**config.mk**
```make
export PLATFORM = sky130hd
export DESIGN_NAME = accalu
export DESIGN_NICKNAME = d
export VERILOG_FILES = /design/src/rtl/accalu_pkg.sv /design/src/rtl/accalu_decode.sv /design/src/rtl/accalu_exec.sv /design/src/rtl/accalu_state.sv /design/src/rtl/accalu.sv
export SDC_FILE = /design/constraint.sdc
export NUM_CORES = 1
export LEC_CHECK = 0
export BUFFER_PORTS_ARGS = -buffer_cell sky130_fd_sc_hd__buf_4
export CORE_ASPECT_RATIO = 0.5
export CORE_MARGIN = 10
export CORE_UTILIZATION = 40
export DETAILED_ROUTE_END_ITERATION = 10
export GPL_TIMING_DRIVEN = 1
export PLACE_DENSITY = 0.63
export SETUP_SLACK_MARGIN = 0.5
export SYNTH_ARGS = -nofsm -noshare
export SYNTH_HDL_FRONTEND = slang
export SYNTH_SLANG_ARGS = --single-unit
```
**constraint.sdc**
```tcl
create_clock -name clk -period 4.3 [get_ports clk]
set_clock_uncertainty 0.2 [all_clocks]
set_input_delay 0.645 -clock clk [delete_from_list [all_inputs] [get_ports clk]]
set_output_delay 0.645 -clock clk [all_outputs]
set_load 0.005 [all_outputs]
```
**src/rtl/accalu_pkg.sv**
```systemverilog
package accalu_pkg;

    localparam int unsigned DATA_W = 8;
    localparam int unsigned OPC_W  = 4;

    // Operation code map; the encoding is the block's external contract.
    typedef enum logic [OPC_W-1:0] {
        OPC_CLEAR = 4'b0000,
        OPC_LOAD  = 4'b0001,
        OPC_STORE = 4'b0010,
        OPC_ADD   = 4'b0011,
        OPC_SUB   = 4'b0100,
        OPC_AND   = 4'b0101,
        OPC_OR    = 4'b0110,
        OPC_INV   = 4'b0111,
        OPC_SHL   = 4'b1000,
        OPC_SHR   = 4'b1001,
        OPC_IDLEA = 4'b1010,
        OPC_IDLEB = 4'b1011,
        OPC_IDLEC = 4'b1100,
        OPC_INC   = 4'b1101,
        OPC_DEC   = 4'b1110,
        OPC_ONE   = 4'b1111
    } opcode_e;

    // Source of the next accumulator value
    typedef enum logic [2:0] {
        SRC_ZERO,
        SRC_ONE,
        SRC_DIN,
        SRC_ADDER,
        SRC_AND,
        SRC_OR,
        SRC_INV,
        SRC_SHIFT
    } src_e;

    // Second operand of the shared adder
    typedef enum logic [1:0] {
        ADDEND_DIN,
        ADDEND_NDIN,
        ADDEND_ZERO,
        ADDEND_ONES
    } addend_e;

    typedef struct packed {
        logic    acc_we;
        logic    out_we;
        logic    carry_we;
        src_e    src;
        addend_e addend;
        logic    add_cin;
        logic    borrow_mode;
        logic    shift_right;
    } ctrl_t;

    localparam ctrl_t CTRL_IDLE = '{
        acc_we:      1'b0,
        out_we:      1'b0,
        carry_we:    1'b0,
        src:         SRC_ZERO,
        addend:      ADDEND_ZERO,
        add_cin:     1'b0,
        borrow_mode: 1'b0,
        shift_right: 1'b0
    };

    function automatic logic is_idle_code(opcode_e op);
        return (op == OPC_IDLEA) || (op == OPC_IDLEB) || (op == OPC_IDLEC);
    endfunction

endpackage

```
**src/rtl/accalu_decode.sv**
```systemverilog
module accalu_decode
    import accalu_pkg::*;
(
    input  opcode_e op,
    output ctrl_t   ctrl
);

    always_comb begin
        ctrl = CTRL_IDLE;
        unique case (op)
            OPC_CLEAR: begin
                ctrl.acc_we = 1'b1;
                ctrl.src    = SRC_ZERO;
            end
            OPC_LOAD: begin
                ctrl.acc_we = 1'b1;
                ctrl.src    = SRC_DIN;
            end
            OPC_STORE: begin
                ctrl.out_we = 1'b1;
            end
            OPC_ADD: begin
                ctrl.acc_we   = 1'b1;
                ctrl.carry_we = 1'b1;
                ctrl.src      = SRC_ADDER;
                ctrl.addend   = ADDEND_DIN;
            end
            OPC_SUB: begin
                ctrl.acc_we      = 1'b1;
                ctrl.carry_we    = 1'b1;
                ctrl.src         = SRC_ADDER;
                ctrl.addend      = ADDEND_NDIN;
                ctrl.add_cin     = 1'b1;
                ctrl.borrow_mode = 1'b1;
            end
            OPC_AND: begin
                ctrl.acc_we = 1'b1;
                ctrl.src    = SRC_AND;
            end
            OPC_OR: begin
                ctrl.acc_we = 1'b1;
                ctrl.src    = SRC_OR;
            end
            OPC_INV: begin
                ctrl.acc_we = 1'b1;
                ctrl.src    = SRC_INV;
            end
            OPC_SHL: begin
                ctrl.acc_we   = 1'b1;
                ctrl.carry_we = 1'b1;
                ctrl.src      = SRC_SHIFT;
            end
            OPC_SHR: begin
                ctrl.acc_we      = 1'b1;
                ctrl.carry_we    = 1'b1;
                ctrl.src         = SRC_SHIFT;
                ctrl.shift_right = 1'b1;
            end
            OPC_INC: begin
                ctrl.acc_we   = 1'b1;
                ctrl.carry_we = 1'b1;
                ctrl.src      = SRC_ADDER;
                ctrl.addend   = ADDEND_ZERO;
                ctrl.add_cin  = 1'b1;
            end
            OPC_DEC: begin
                ctrl.acc_we      = 1'b1;
                ctrl.carry_we    = 1'b1;
                ctrl.src         = SRC_ADDER;
                ctrl.addend      = ADDEND_ONES;
                ctrl.borrow_mode = 1'b1;
            end
            OPC_ONE: begin
                ctrl.acc_we = 1'b1;
                ctrl.src    = SRC_ONE;
            end
            default: ctrl = CTRL_IDLE;
        endcase
    end

endmodule

```
**src/rtl/accalu_exec.sv**
```systemverilog
module accalu_exec
    import accalu_pkg::*;
#(
    parameter int unsigned W = DATA_W
) (
    input  logic [W-1:0] acc,
    input  logic [W-1:0] din,
    input  ctrl_t        ctrl,
    output logic [W-1:0] res,
    output logic         res_carry
);

    logic [W-1:0] addend;
    logic [W:0]   sum;
    logic [W-1:0] and_v;
    logic [W-1:0] or_v;
    logic [W-1:0] inv_v;
    logic [W-1:0] shifted;
    logic         shift_out;

    // Per-bit logic slice
    for (genvar b = 0; b < W; b++) begin : g_bitlogic
        assign and_v[b] = acc[b] & din[b];
        assign or_v[b]  = acc[b] | din[b];
        assign inv_v[b] = ~acc[b];
    end

    // One adder serves add, subtract, increment and decrement
    always_comb begin
        unique case (ctrl.addend)
            ADDEND_DIN:  addend = din;
            ADDEND_NDIN: addend = ~din;
            ADDEND_ZERO: addend = '0;
            ADDEND_ONES: addend = '1;
            default:     addend = '0;
        endcase
        sum = {1'b0, acc} + {1'b0, addend} + {{W{1'b0}}, ctrl.add_cin};
    end

    always_comb begin
        if (ctrl.shift_right) begin
            shifted   = {1'b0, acc[W-1:1]};
            shift_out = acc[0];
        end else begin
            shifted   = {acc[W-2:0], 1'b0};
            shift_out = acc[W-1];
        end
    end

    always_comb begin
        unique case (ctrl.src)
            SRC_ZERO:  res = '0;
            SRC_ONE:   res = {{(W-1){1'b0}}, 1'b1};
            SRC_DIN:   res = din;
            SRC_ADDER: res = sum[W-1:0];
            SRC_AND:   res = and_v;
            SRC_OR:    res = or_v;
            SRC_INV:   res = inv_v;
            SRC_SHIFT: res = shifted;
            default:   res = '0;
        endcase
    end

    always_comb begin
        unique case (ctrl.src)
            SRC_ADDER: res_carry = sum[W] ^ ctrl.borrow_mode;
            SRC_SHIFT: res_carry = shift_out;
            default:   res_carry = 1'b0;
        endcase
    end

endmodule

```
**src/rtl/accalu_state.sv**
```systemverilog
module accalu_state
    import accalu_pkg::*;
#(
    parameter int unsigned W = DATA_W
) (
    input  logic         clk,
    input  logic         rst,
    input  ctrl_t        ctrl,
    input  logic [W-1:0] res,
    input  logic         res_carry,
    output logic [W-1:0] acc_q,
    output logic [W-1:0] dout_q,
    output logic         carry_q,
    output logic         zero_q
);

    always_ff @(posedge clk) begin
        if (rst) begin
            acc_q   <= '0;
            dout_q  <= '0;
            carry_q <= 1'b0;
            zero_q  <= 1'b0;
        end else begin
            if (ctrl.acc_we) begin
                acc_q  <= res;
                zero_q <= ~|res;
            end
            if (ctrl.carry_we) begin
                carry_q <= res_carry;
            end
            if (ctrl.out_we) begin
                dout_q <= acc_q;
            end
        end
    end

endmodule

```
**src/rtl/accalu.sv**
```systemverilog
module accalu
    import accalu_pkg::*;
#(
    parameter int unsigned W = DATA_W
) (
    input  logic               clk,
    input  logic               rst,
    input  logic [OPC_W-1:0]   op_i,
    input  logic [W-1:0]       din_i,
    output logic [W-1:0]       dout_o,
    output logic               carry_o,
    output logic               zero_o
);

    ctrl_t        ctrl;
    logic [W-1:0] res;
    logic         res_carry;
    logic [W-1:0] acc_q;
    logic [W-1:0] dout_q;
    logic         carry_q;
    logic         zero_q;

    accalu_decode u_decode (
        .op   (opcode_e'(op_i)),
        .ctrl (ctrl)
    );

    accalu_exec #(.W(W)) u_exec (
        .acc       (acc_q),
        .din       (din_i),
        .ctrl      (ctrl),
        .res       (res),
        .res_carry (res_carry)
    );

    accalu_state #(.W(W)) u_state (
        .clk       (clk),
        .rst       (rst),
        .ctrl      (ctrl),
        .res       (res),
        .res_carry (res_carry),
        .acc_q     (acc_q),
        .dout_q    (dout_q),
        .carry_q   (carry_q),
        .zero_q    (zero_q)
    );

    assign dout_o  = dout_q;
    assign carry_o = carry_q;
    assign zero_o  = zero_q;

endmodule

```
# Word level (Yosys, flattened, before mapping)
# Cells that the tools add are included.
# classes
add_sub_neg	2
multipliers	0
n_div	0
order_cmp	0
eq_ne	22
n_shift	0
mux	13
bitwise_logic	26
reduce_logical	11
# op_table
cell	count
$pmux W8 S8	1
$pmux W8 S4	1
$pmux W3 S7	1
$eq A4 B4 Y1 const B	5
$eq A4 B3 Y1 const B	4
$eq A3 B3 Y1 const B	4
$reduce_or A12 Y1	1
$add A8 B8 Y9	1
$add A9 B1 Y9	1
$and A1 B1 Y1	8
$eq A4 B2 Y1 const B	2
$mux W8	1
$not A1 Y1	8
$not A8 Y8	1
$or A1 B1 Y1	8
$reduce_or A8 Y1	1
$mux W1	7
$eq A3 B2 Y1 const B	2
$pmux W2 S3	1
$reduce_or A2 Y1	3
$reduce_or A6 Y1	1
$eq A2 B2 Y1 const B	2
$eq A4 B1 Y1 const B	1
$logic_not A4 Y1	1
other kinds (8)	8
# totals
register_bits	18
latchBits	0
mem_bits_rw	0
rom_bits	0
input_bits	14
wordCells	78
mem_count	0

# Longest topological paths before layout
# Gate-level depths: netlist (run 1).
# depth
word_depth	9
depth_mapped	15

# Hierarchy
# Synthesis (run 1) repeated with hierarchy kept, for this count alone.
# hier_totals
hier_cells	234
area_unflattened_um2	1933.1
# by_module_without_submodules
mod	n_inst	cells_each	area_per_inst_um2	seq_area_each_um2
accalu_exec	1	136	1009.7	0.0
accalu_state	1	61	671.9	360.3
accalu_decode	1	37	251.5	0.0

# Worst setup path before layout (run 1)
# OpenSTA, ideal clock, no wires.
# synth_timing
path_kind	input -> register
startpoint	in op_i[0]
endpoint	reg u_state.zero_q
arrival_ns	3.276
required_ns	4.040
slack_ns	0.763
cell_stages	15
n_path_buf	2
cell_sequence	buf_4 clkbuf_1 nor2_1 nand2_1 o22a_1 fa_1 inv_1 fa_1 a21o_1 a21oi_1 o21a_1 xnor2_1 a221oi_1 and4_1 a32o_1
# synth_between
elab_chain_cells	9
word_cells_on_any_way	40
classes_between	add/sub (2); eq/ne (21); mux (8); reduce/logical (9)
# synth_lines
element	line	rtl
start, declared	accalu.sv:8	input logic [OPC_W-1:0] op_i,
$eq A4 B4 Y1, or another cell as far along	accalu_decode.sv:10	unique case (op)
$pmux W2 S3	accalu_decode.sv:10	
$eq A2 B2 Y1, or another cell as far along	accalu_exec.sv:30	unique case (ctrl.addend)
$pmux W8 S4	accalu_exec.sv:30	
$add A8 B8 Y9	accalu_exec.sv:37	sum = {1'b0, acc} + {1'b0, addend} + {{W{1'b0}}, ctrl.add_cin};
$add A9 B1 Y9	accalu_exec.sv:37	
$pmux W8 S8	accalu_exec.sv:51	unique case (ctrl.src)
$reduce_or A8 Y1	accalu_state.sv:26	zero_q <= ~|res;
$logic_not A1 Y1	accalu_state.sv:26	
end signal, assigned	accalu_state.sv:26	
end, declared	accalu_state.sv:14	output logic zero_q
# Several ways; a longest one is shown, not always the timed one.
# A chain may end at the register's enable or synchronous reset.

# Worst setup path after layout (run 1)
# Ends and elaborated chain as after synthesis.

==> out/results.txt, run 1 <==
Antenna diodes = 0
Synth Area in XOR/XNOR = 6.70%
pre-CTS setup slack = 0.438 ns
vias in the first global route = 1,543
status = finished, final reports clean
Slew headroom = 48.4%
Die H = 66.1 um
largest family of logic cells by synthesized area = compound AO/OA/AOI/OAI gates
# fillers = 405
Reg power frac = 40.7%
reg-to-reg startpoint = u_state.acc_q[0]$_SDFFE_PP0P_
commonest non-fill, non-tap cells in the layout = 34 x a21oi_1, 31 x nand2_1, 24 x buf_4, 18 x dfxtp_1
postcts setup bufs = 0
core area = 4000 um2
# H-tree levels = 1
Gate Count Post-Synth = 225
# resized after CTS = 0
Setup TNS = 0 ns
CP Max Fanout = 26
Worst Setup Start Kind = input port
Clk pin slew, worst setup/hold paths = 0.07 ns
simple-gate area share of the yosys netlist = 21.7%
switch share = 31.8%
Mapped Nets = 248
Final Hold Viols = 0
total grt overflow = 0
DRC = 0
I/O pin count = 24
Mapped Area = 1700 um2
DR WL/cell = 16.0 um
Synth Register Bits = 18
layout cells sized above 1 = 16.0%
commonest non-fill, non-tap cell in the layout = a21oi_1
HP Class = reg -> reg
Worst Hold Launch = u_state.dout_q[2]$_SDFFE_PP0N_
die area = 7410 um2
ANT nets after route = 0
mux share of post-synthesis cell area = 4.20%
crit path kind = in -> reg
max_cap viols = 0
Sw Pwr = 0.150 mW
Post-synth top flop = dfxtp_1
Area Overhead vs Synth = 12.7%
first-pass GRT wire length = 7700 um
Post-CTS Hold Buffers = 0
DP HPWL = 3640 um
CTS tree = yes
Site Rows = 16
critical path required time = 4.24 ns
initial antenna violation count = 0
Die Width = 112 um
All-Layer GR Usage = 12.1%
Max Slew Vio Count = 0
Clock Latency Late Sink = 0.25 ns
P_leak = 0.751 nW
Num CTS Buffers = 3
Comb power frac = 30.9%
CP Capture Type = flip-flop
PwrDens = 246 nW/um2
Final nets = 261
Initial Utilization = 42.4%
Slew @ Worst Pin = 0.769 ns
Compound-Gate Fraction of Synth Area = 31.4%
Max Root-Sink Buffers = 2
Placer Congestion = 0.888
Post-synth EDFFs = 0
Crit path arrival time = 3.53 ns
final setup fails = 0
final worst-path setup slack = 0.710 ns
VDD IR max = 0.000102 V
Tcrit/Tclk final = 83.5%
Async S/R FF share, synth = 0%
post-synth cell types = 49
unrepaired setup endpoints after global routing = false
Clock Power Share = 28.4%
sequential fraction of the synthesis area = 21.2%
CP startpoint = op_i[0]
pin count of the biggest net entering global routing = 27
Hold Slack = 0.255 ns
R2R setup slack = 1.53 ns
clock sinks = 18
internal power = 0.321 mW
final wirelength = 4670 um
Peak Freq = 279 MHz
Adder-Cell Fraction of Synth Area = 7.51%
Final Critical Period = 3.59 ns
Syn. warnings = 0
Iter 0 DRT Violations = 232
clock root cell = clkbuf_8
via/cell ratio = 5.66
Port Buffer Count = 23
Vias = 1,647
1st-pass router iterations = 4
syn avg cell area = 7.55 um2
## worst max-delay path, stage by stage
cell      delay, ns
buf_4          0.28
and3b_1        0.33
a21oi_1        0.16
o22a_1         0.17
fa_1           0.19
inv_1          0.06
fa_1           0.39
a21o_1         0.17
a21oi_1        0.23
xnor2_1        0.21
a221oi_2       0.11
and3_1         0.18
and4_1         0.19
a32o_1         0.20
## cells by family after synthesis
family / count (synthesis)
AO/OA/AOI/OAI: 83
XOR/XNOR: 13
adder cells (fa/ha/maj): 9
buffers and inverters: 24
flip-flops: 18
multiplexers: 7
AND/OR/NAND/NOR: 71
## synthesized netlist by cell type, drive strengths merged, types with 2 or more instances
master / n / share of area (%)
a21oi: 34 / 10
nand2: 32 / 7.5
dfxtp: 18 / 21
o21ai: 15 / 5.1
o22ai: 13 / 5.2
xnor2: 12 / 6.2
buf: 11 / 4.3
nor2b: 10 / 3.7
inv: 8 / 1.8
ha: 7 / 5.2
nor2: 7 / 1.5
mux2i: 6 / 3.5
clkbuf: 5 / 1.1
a221oi: 4 / 2.8
and3: 4 / 1.5
nor3: 4 / 1.2
nand3b: 3 / 1.3
o21a: 3 / 1.3
or3: 3 / 1.1
a311oi: 2 / 1.0
fa: 2 / 2.4
nand2b: 2 / 0.74
nand3: 2 / 0.59
o22a: 2 / 1.0
## final cells by class
type                       instances  area (um2)  share of cell area, %
clock buffer                       4        55.1                   2.87
inverter                           8        30.0                   1.57
multi-input combinational        183        1220                   63.8
sequential                        18         360                   18.8
tap                               54        67.6                   3.53
timing repair buffer              24         180                   9.41
## registers in the layout, indices dropped and copies added, names as in the netlist
| signal | cells |
|---|---|
| u_state.dout_q | 8 |
| u_state.zero_q | 1 |
| u_state.acc_q | 8 |
| u_state.carry_q | 1 |
## power by group through the flow
stage | logic [mW] | registers [mW] | clock network [mW]
finish | 0.145 | 0.192 | 0.134
global route | 0.161 | 0.193 | 0.144
CTS | 0.143 | 0.192 | 0.136
detailed placement | 0.142 | 0.196 | 0
global placement | 0.140 | 0.196 | 0
floorplan | 0.109 | 0.189 | 0
## path summary, 6_finish.rpt
check / end / cells after the start
max: u_state.zero_q$_SDFFE_PP0P_ / 14
min reg2reg: u_state.dout_q[2]$_SDFFE_PP0N_ / 2
min: u_state.dout_q[2]$_SDFFE_PP0N_ / 2
max reg2reg: u_state.zero_q$_SDFFE_PP0P_ / 11
## routing by layer
| layer | wire, um | track usage [%] |
|---|---|---|
| met1 | 2260 | 17.5 |
| met2 | 1990 | 18.2 |
| met3 | 422 | 1.27 |
| met4 | 0 | 3.30 |
| met5 | 0 | 0 |
## through the flow
step / std cells / instance area (um2) / power (mW) / util (%)
after CTS: 291 / 1910 / 0.471 / 47.7
after global routing: 291 / 1920 / 0.498 / 47.8
after global placement: 287 / 1850 / 0.336 / 46.3
final: 291 / 1920 / 0.471 / 47.8
after detailed placement: 287 / 1850 / 0.338 / 46.3
after floorplan: 225 / 1700 / 0.298 / -
No activity file was read; power rests on OpenSTA's default activity.
==> run 2: changes to the inputs <==
Settings changed: PLACE_DENSITY 0.63 to 0.65.
Clock period 4.3 ns to 2.92 ns, I/O delays scaled along.
==> run 2 against run 1 <==
The flow now finishes with violations (negative setup slack). First-iteration DRC count decreased by 46%. Routed wire length rose by 14%. Total power grew 64%. Via count rose by 14%. Core utilization increased by 9.8 points. Register-to-register slack got worse by 1.2 ns. Global-route usage increased by 1.2 points. Critical path depth decreased by 1. Combinational power grew 100%. Worst setup slack worse by 0.74 ns. Flip-flop and latch count is the same. Clock power grew 46%. Largest cell class unchanged.
==> out/results.txt, run 2 (synthesized netlist as in run 1, its figures left out) <==
critical path required time = 2.86 ns (-1.38 ns)
1st-pass router iterations = 5 (+1)
met1 Resource Use GR = 18.2% (+0.70 points)
Num CTS Buffers = 3 (unchanged)
CP startpoint = op_i[3]
Port Buffer Count = 23 (unchanged)
core area = 4000 um2 (unchanged)
CP delay by family, top = compound AO/OA/AOI/OAI gates
GRT busiest layer = met2
vias in the first global route = 1,718 (+11%)
crit-path cells = buf_8 > and3b_2 > buf_4 > a21oi_4 > o22ai_4 > ha_1 > nor2b_1 > o31ai_2 > a21oi_1 > xor2_1 > a21oi_2 > and4_1 > a32o_1
failing checks = negative setup slack
Die Width = 112 um (unchanged)
Worst Setup Start Kind = input port
unrepaired setup endpoints after global routing = true
Post-CTS Hold Buffers = 0 (unchanged)
Iter 0 DRT Violations = 125 (-46%)
Clock Latency Late Sink = 0.25 ns (about the same)
global-route met3 utilization = 1.63% (+0.36 points)
Placer Congestion = 0.907 (+2.2%)
clock root cell = clkbuf_8
Site Rows = 16 (unchanged)
Max Root-Sink Buffers = 2 (unchanged)
status = finished, violations left
CTS tree = yes
P_leak = 0.929 nW (+24%)
area of placed instances = 2060 um2 (+11%)
initial antenna violation count = 0 (unchanged)
Slew headroom = 74.8% (+26 points)
switch share = 32.1% (+0.28 points)
Hold Slack = 0.257 ns (+0.00172 ns)
commonest non-fill, non-tap cells in the layout = 50 x buf_4, 30 x nand2_1, 27 x a21oi_1, 18 x dfxtp_1, 11 x o22ai_1
final setup fails = 1 (+1)
Peak Freq = 339 MHz
Final nets = 293 (+12%)
Clk pin slew, worst setup/hold paths = 0.07 ns (about the same)
total grt overflow = 0 (unchanged)
commonest non-fill, non-tap cell in the layout = buf_4
DR WL/cell = 16.5 um (+2.7%)
Initial Utilization = 42.4% (unchanged)
Die H = 66.1 um (unchanged)
Max Slew Vio Count = 0 (unchanged)
# H-tree levels = 1 (unchanged)
final wirelength = 5320 um (+14%)
Crit path arrival time = 2.89 ns (-0.64 ns)
CP Capture Type = flip-flop
CP Max Fanout = 8 (-69%)
die area = 7410 um2 (unchanged)
final instance area = 2310 um2 (+20%)
PwrDens = 335 nW/um2 (+36%)
# fillers = 370 (-8.6%)
clock sinks = 18 (unchanged)
Worst Hold Launch = u_state.dout_q[0]$_SDFFE_PP0N_
internal power = 0.524 mW (+63%)
DP HPWL = 3890 um (+6.9%)
slowest CP cell = o31ai_2
HP Class = reg -> reg
post-layout util = 57.6% (+9.8 points)
via/cell ratio = 5.82 (+2.8%)
Vias = 1,879 (+14%)
top flop regs = u_state.acc_q: 8 flops, u_state.dout_q: 8 flops
Buf+Inv Stages, Crit Path = 2 (unchanged)
reg-to-reg startpoint = u_state.acc_q[0]$_SDFFE_PP0P_
Area Overhead vs Synth = 35.7%
Antenna diodes = 0 (unchanged)
I/O pin count = 24 (unchanged)
Post-Layout Cell Count = 323 (+11%)
Clock Power Share = 25.5% (-2.9 points)
Tcrit/Tclk final = 101%
max_cap viols = 0 (unchanged)
Max stage delay on crit path = 0.34 ns (-0.05 ns)
crit path kind = in -> reg
Power, Total = 0.772 mW (+64%)
met2 GRT Util = 20.8% (+2.6 points)
Reg power frac = 36.5% (-4.2 points)
number of instances in the placed design = 311 (+8.4%)
layout cells sized above 1 = 34.2% (+18 points)
Slew @ Worst Pin = 0.378 ns (-0.390 ns)
Final Critical Period = 2.95 ns
Comb power frac = 38.1% (+7.2 points)
ANT nets after route = 0 (unchanged)
Sw Pwr = 0.248 mW (+65%)
DRC = 0 (unchanged)
All-Layer GR Usage = 13.3% (+1.2 points)
first-pass GRT wire length = 8360 um (+8.5%)
VDD IR max = 0.000161 V (+58%)
Storage cell area = 360 um2 (unchanged)
final worst-path setup slack = -0.0266 ns (-0.737 ns)
pin count of the biggest net entering global routing = 23 (-15%)
Final Hold Viols = 0 (unchanged)
Multi-input gate area = 1340 um2 (+9.8%)
run 2: cell count changes in the layout (fill, tap and decap cells not counted), moves of 4 or more:
cell,change
buf_4,+26
a21oi_1,-7
a21oi_2,+6
buf_6,+4
run 2: timing repair:
| action | CTS | global route |
|---|---|---|
| gates resized for setup | 15 | 13 |
| buffers inserted | 4 | 4 |
| pin swaps | 19 | 14 |
| setup endpoints to repair | 9 | 9 |
run 2: stage by stage:
step	TNS, ns	worst slack (ns)
floorplan	-0.506	-0.316
global placement	-0.592	-0.337
detailed placement	-0.765	-0.406
CTS	0	0.0605
global route	-0.248	-0.123
finish	-0.0266	-0.0266
run 2: path summary, 6_finish.rpt:
path                            cells past startpoint  slack [ns]                        endpoint
worst min register to register                      2        0.26  u_state.dout_q[0]$_SDFFE_PP0N_
worst max register to register                     11        0.34     u_state.zero_q$_SDFFE_PP0P_
worst max-delay path                               13       -0.03     u_state.zero_q$_SDFFE_PP0P_
worst min-delay path                                2        0.26  u_state.dout_q[0]$_SDFFE_PP0N_
run 2: worst register-to-register path: cells and delay by family, from the launching register on:
family,cells,cell delay [ns]
DFF,1,0.31
AOI/OAI and AO/OA,4,0.76
adders and majority gates,2,0.58
xor gates and xnor gates,1,0.12
buffers and inverters,2,0.17
and+or+nand+nor,2,0.38
run 2: cell type report:
cell class | instances | area share (%)
Multi-Input combinational cell | 183 | 58.2
Tap cell | 54 | 2.93
Clock buffer | 4 | 2.39
Inverter | 8 | 1.30
Sequential cell | 18 | 15.6
Timing Repair Buffer | 56 | 19.5
run 2: routing by layer:
layer,vias up,part of all wire [%]
li1,898,-
met1,874,46
met2,99,42
met3,8,9.5
met4,0,1.7
met5,-,0
run 2: power by group through the flow:
stage	combinational (mW)	clock, mW	sequential [mW]
2_1_floorplan	0.165	0	0.278
3_3_place_gp	0.243	0	0.285
3_5_place_dp	0.247	0	0.286
4_1_cts	0.267	0.200	0.281
5_1_grt	0.316	0.212	0.283
6_report	0.294	0.196	0.282
==> run 3: changes to the inputs <==
Settings changed: MAX_ROUTING_LAYER set to met4.
==> run 3 against run 2 <==
Critical path type unchanged. Register-to-register slack improved by 0.02 ns. Maximum frequency increased by 1.9%. Non-clock buffer count increased by 2. Flip-flop and latch count unchanged. Sequential power about the same. Global-route usage increased by 0.28 points. The run now ends clean.
==> out/results.txt, run 3 (synthesized netlist as in run 1, its figures left out) <==
CTS tree = yes
wire length on met2 = 2310 um (+2.6%)
Port Buffer Count = 23 (unchanged)
R2R setup slack = 0.36 ns (+0.02 ns)
reg2reg end = u_state.zero_q$_SDFFE_PP0P_
commonest non-fill, non-tap cells in the layout = 51 x buf_4, 30 x nand2_1, 19 x a21oi_1, 18 x dfxtp_1, 14 x a21oi_2
CP Max Fanout = 5 (-3)
Site Rows = 16 (unchanged)
pin count of the biggest net entering global routing = 23 (unchanged)
cells on worst reg2reg path = 11 (unchanged)
Final Critical Period = 2.89 ns (-0.0537 ns)
All-Layer GR Usage = 13.5% (+0.28 points)
clock root cell = clkbuf_8
Clk pin slew, worst setup/hold paths = 0.07 ns (about the same)
status = finished, final reports clean
# fillers = 370 (unchanged)
P_leak = 0.929 nW (about the same)
DRC = 0 (unchanged)
metal3 WL = 405 um (-19%)
Slew @ Worst Pin = 0.419 ns (+0.0406 ns)
number of instances in the placed design = 311 (unchanged)
ANT nets after route = 0 (unchanged)
final wirelength = 5220 um (-1.8%)
max_cap viols = 0 (unchanged)
HP Class = reg -> reg
Die Width = 112 um (unchanged)
Antenna diodes = 0 (unchanged)
top flop regs = u_state.acc_q: 8 flops, u_state.dout_q: 8 flops
core area = 4000 um2 (unchanged)
vias in the first global route = 1,749 (+1.8%)
Tcrit/Tclk final = 99.1% (-1.8 points)
PwrDens = 332 nW/um2 (-0.95%)
VDD IR max = 0.000145 V (-10%)
first-pass GRT wire length = 8270 um (-0.98%)
layout cells sized above 1 = 36.9% (+2.7 points)
hold endpoint = u_state.dout_q[4]$_SDFFE_PP0N_
commonest non-fill, non-tap cell in the layout = buf_4
final instance area = 2340 um2 (+1.4%)
DR WL/cell = 16.1 um (-2.4%)
clock sinks = 18 (unchanged)
Clock Latency Late Sink = 0.25 ns (about the same)
Worst Hold Launch = u_state.dout_q[4]$_SDFFE_PP0N_
Post-Layout Cell Count = 325 (+0.62%)
Iter 0 DRT Violations = 245 (+96%)
1st-pass router iterations = 4 (-1)
Storage cell area = 360 um2 (unchanged)
max layer used = met4
Crit path arrival time = 2.83 ns (-0.06 ns)
final setup fails = 0 (-1)
Max Root-Sink Buffers = 2 (unchanged)
initial antenna violation count = 0 (unchanged)
Slew headroom = 72.0% (-2.8 points)
Final Hold Viols = 0 (unchanged)
DP HPWL = 3900 um (+0.26%)
Area Overhead vs Synth = 37.6%
reg-to-reg startpoint = u_state.acc_q[0]$_SDFFE_PP0P_
critical path required time = 2.86 ns (about the same)
M1 WL = 2430 um (-1.6%)
crit path kind = in -> reg
die area = 7410 um2 (unchanged)
Hold Slack = 0.256 ns (-0.000797 ns)
area of placed instances = 2060 um2 (unchanged)
I/O pin count = 24 (unchanged)
unrepaired setup endpoints after global routing = true
Initial Utilization = 42.4% (unchanged)
Max Slew Vio Count = 0 (unchanged)
via/cell ratio = 5.68 (-2.3%)
Die H = 66.1 um (unchanged)
Hold Crit Depth = 2 (unchanged)
Vias = 1,847 (-1.7%)
total grt overflow = 0 (unchanged)
Post-CTS Hold Buffers = 0 (unchanged)
Peak Freq = 346 MHz (+1.9%)
Placer Congestion = 0.936 (+3.1%)
Power, Total = 0.775 mW (+0.45%)
Num CTS Buffers = 3 (unchanged)
# H-tree levels = 1 (unchanged)
Multi-input gate area = 1360 um2 (+1.0%)
CP Capture Type = flip-flop
Final nets = 295 (+0.68%)
Worst Setup Start Kind = input port
## run 3: power breakdown
part	total [mW]	internal (mW)	switching [mW]
sequential	0.282	0.258	0.0236
clock	0.198	0.120	0.0780
combinational	0.296	0.149	0.147
## run 3: area by class of cell
type | instances | share of cell area (%)
Clock buffer | 4 | 2.35
Multi-Input combinational cell | 183 | 58.0
Tap cell | 54 | 2.89
Timing Repair Buffer | 58 | 20.1
Sequential cell | 18 | 15.4
Inverter | 8 | 1.28
## run 3: per-stage QoR
stage / util (%) / TNS, ns / setup WS, ns
finish: 58.4 / 0 / 0.0271
global route: 58.4 / -0.0915 / -0.0915
floorplan: - / -0.506 / -0.316
CTS: 55.9 / 0 / 0.0829
global placement: 51.4 / -0.593 / -0.328
detailed placement: 51.4 / -0.773 / -0.373
## run 3: worst max path at each step
stage,start,slack (ns),endpoint
2_1_floorplan,op_i[3],-0.32,u_state.zero_q$_SDFFE_PP0P_
3_3_place_gp,op_i[2],-0.33,u_state.zero_q$_SDFFE_PP0P_
3_5_place_dp,op_i[2],-0.37,u_state.zero_q$_SDFFE_PP0P_
4_1_cts,op_i[3],0.08,u_state.zero_q$_SDFFE_PP0P_
5_1_grt,op_i[3],-0.09,u_state.zero_q$_SDFFE_PP0P_
6_report,op_i[3],0.03,u_state.zero_q$_SDFFE_PP0P_
## run 3: worst max-delay path, cell delays in order
cell      delay (ns)
buf_8           0.10
nor3b_4         0.22
buf_4           0.14
buf_6           0.13
a21oi_4         0.07
o22ai_4         0.13
ha_1            0.25
nor2b_1         0.16
o31ai_2         0.32
buf_4           0.18
a311oi_2        0.11
and3_1          0.22
and4_1          0.15
a32o_1          0.21
## run 3: what timing repair did
action,4_1_cts,5_1_grt
resized for setup,20,15
endpoints found under the hold margin,0,0
setup buffers,5,5
setup endpoints to repair,9,9
pin swaps,27,20
## run 3: layer usage
layer | track usage, % | vias to the layer above
li1 | - | 907
met1 | 17.6 | 851
met2 | 20.9 | 81
met3 | 2.26 | 8
met4 | 4.56 | 0
met5 | - | -
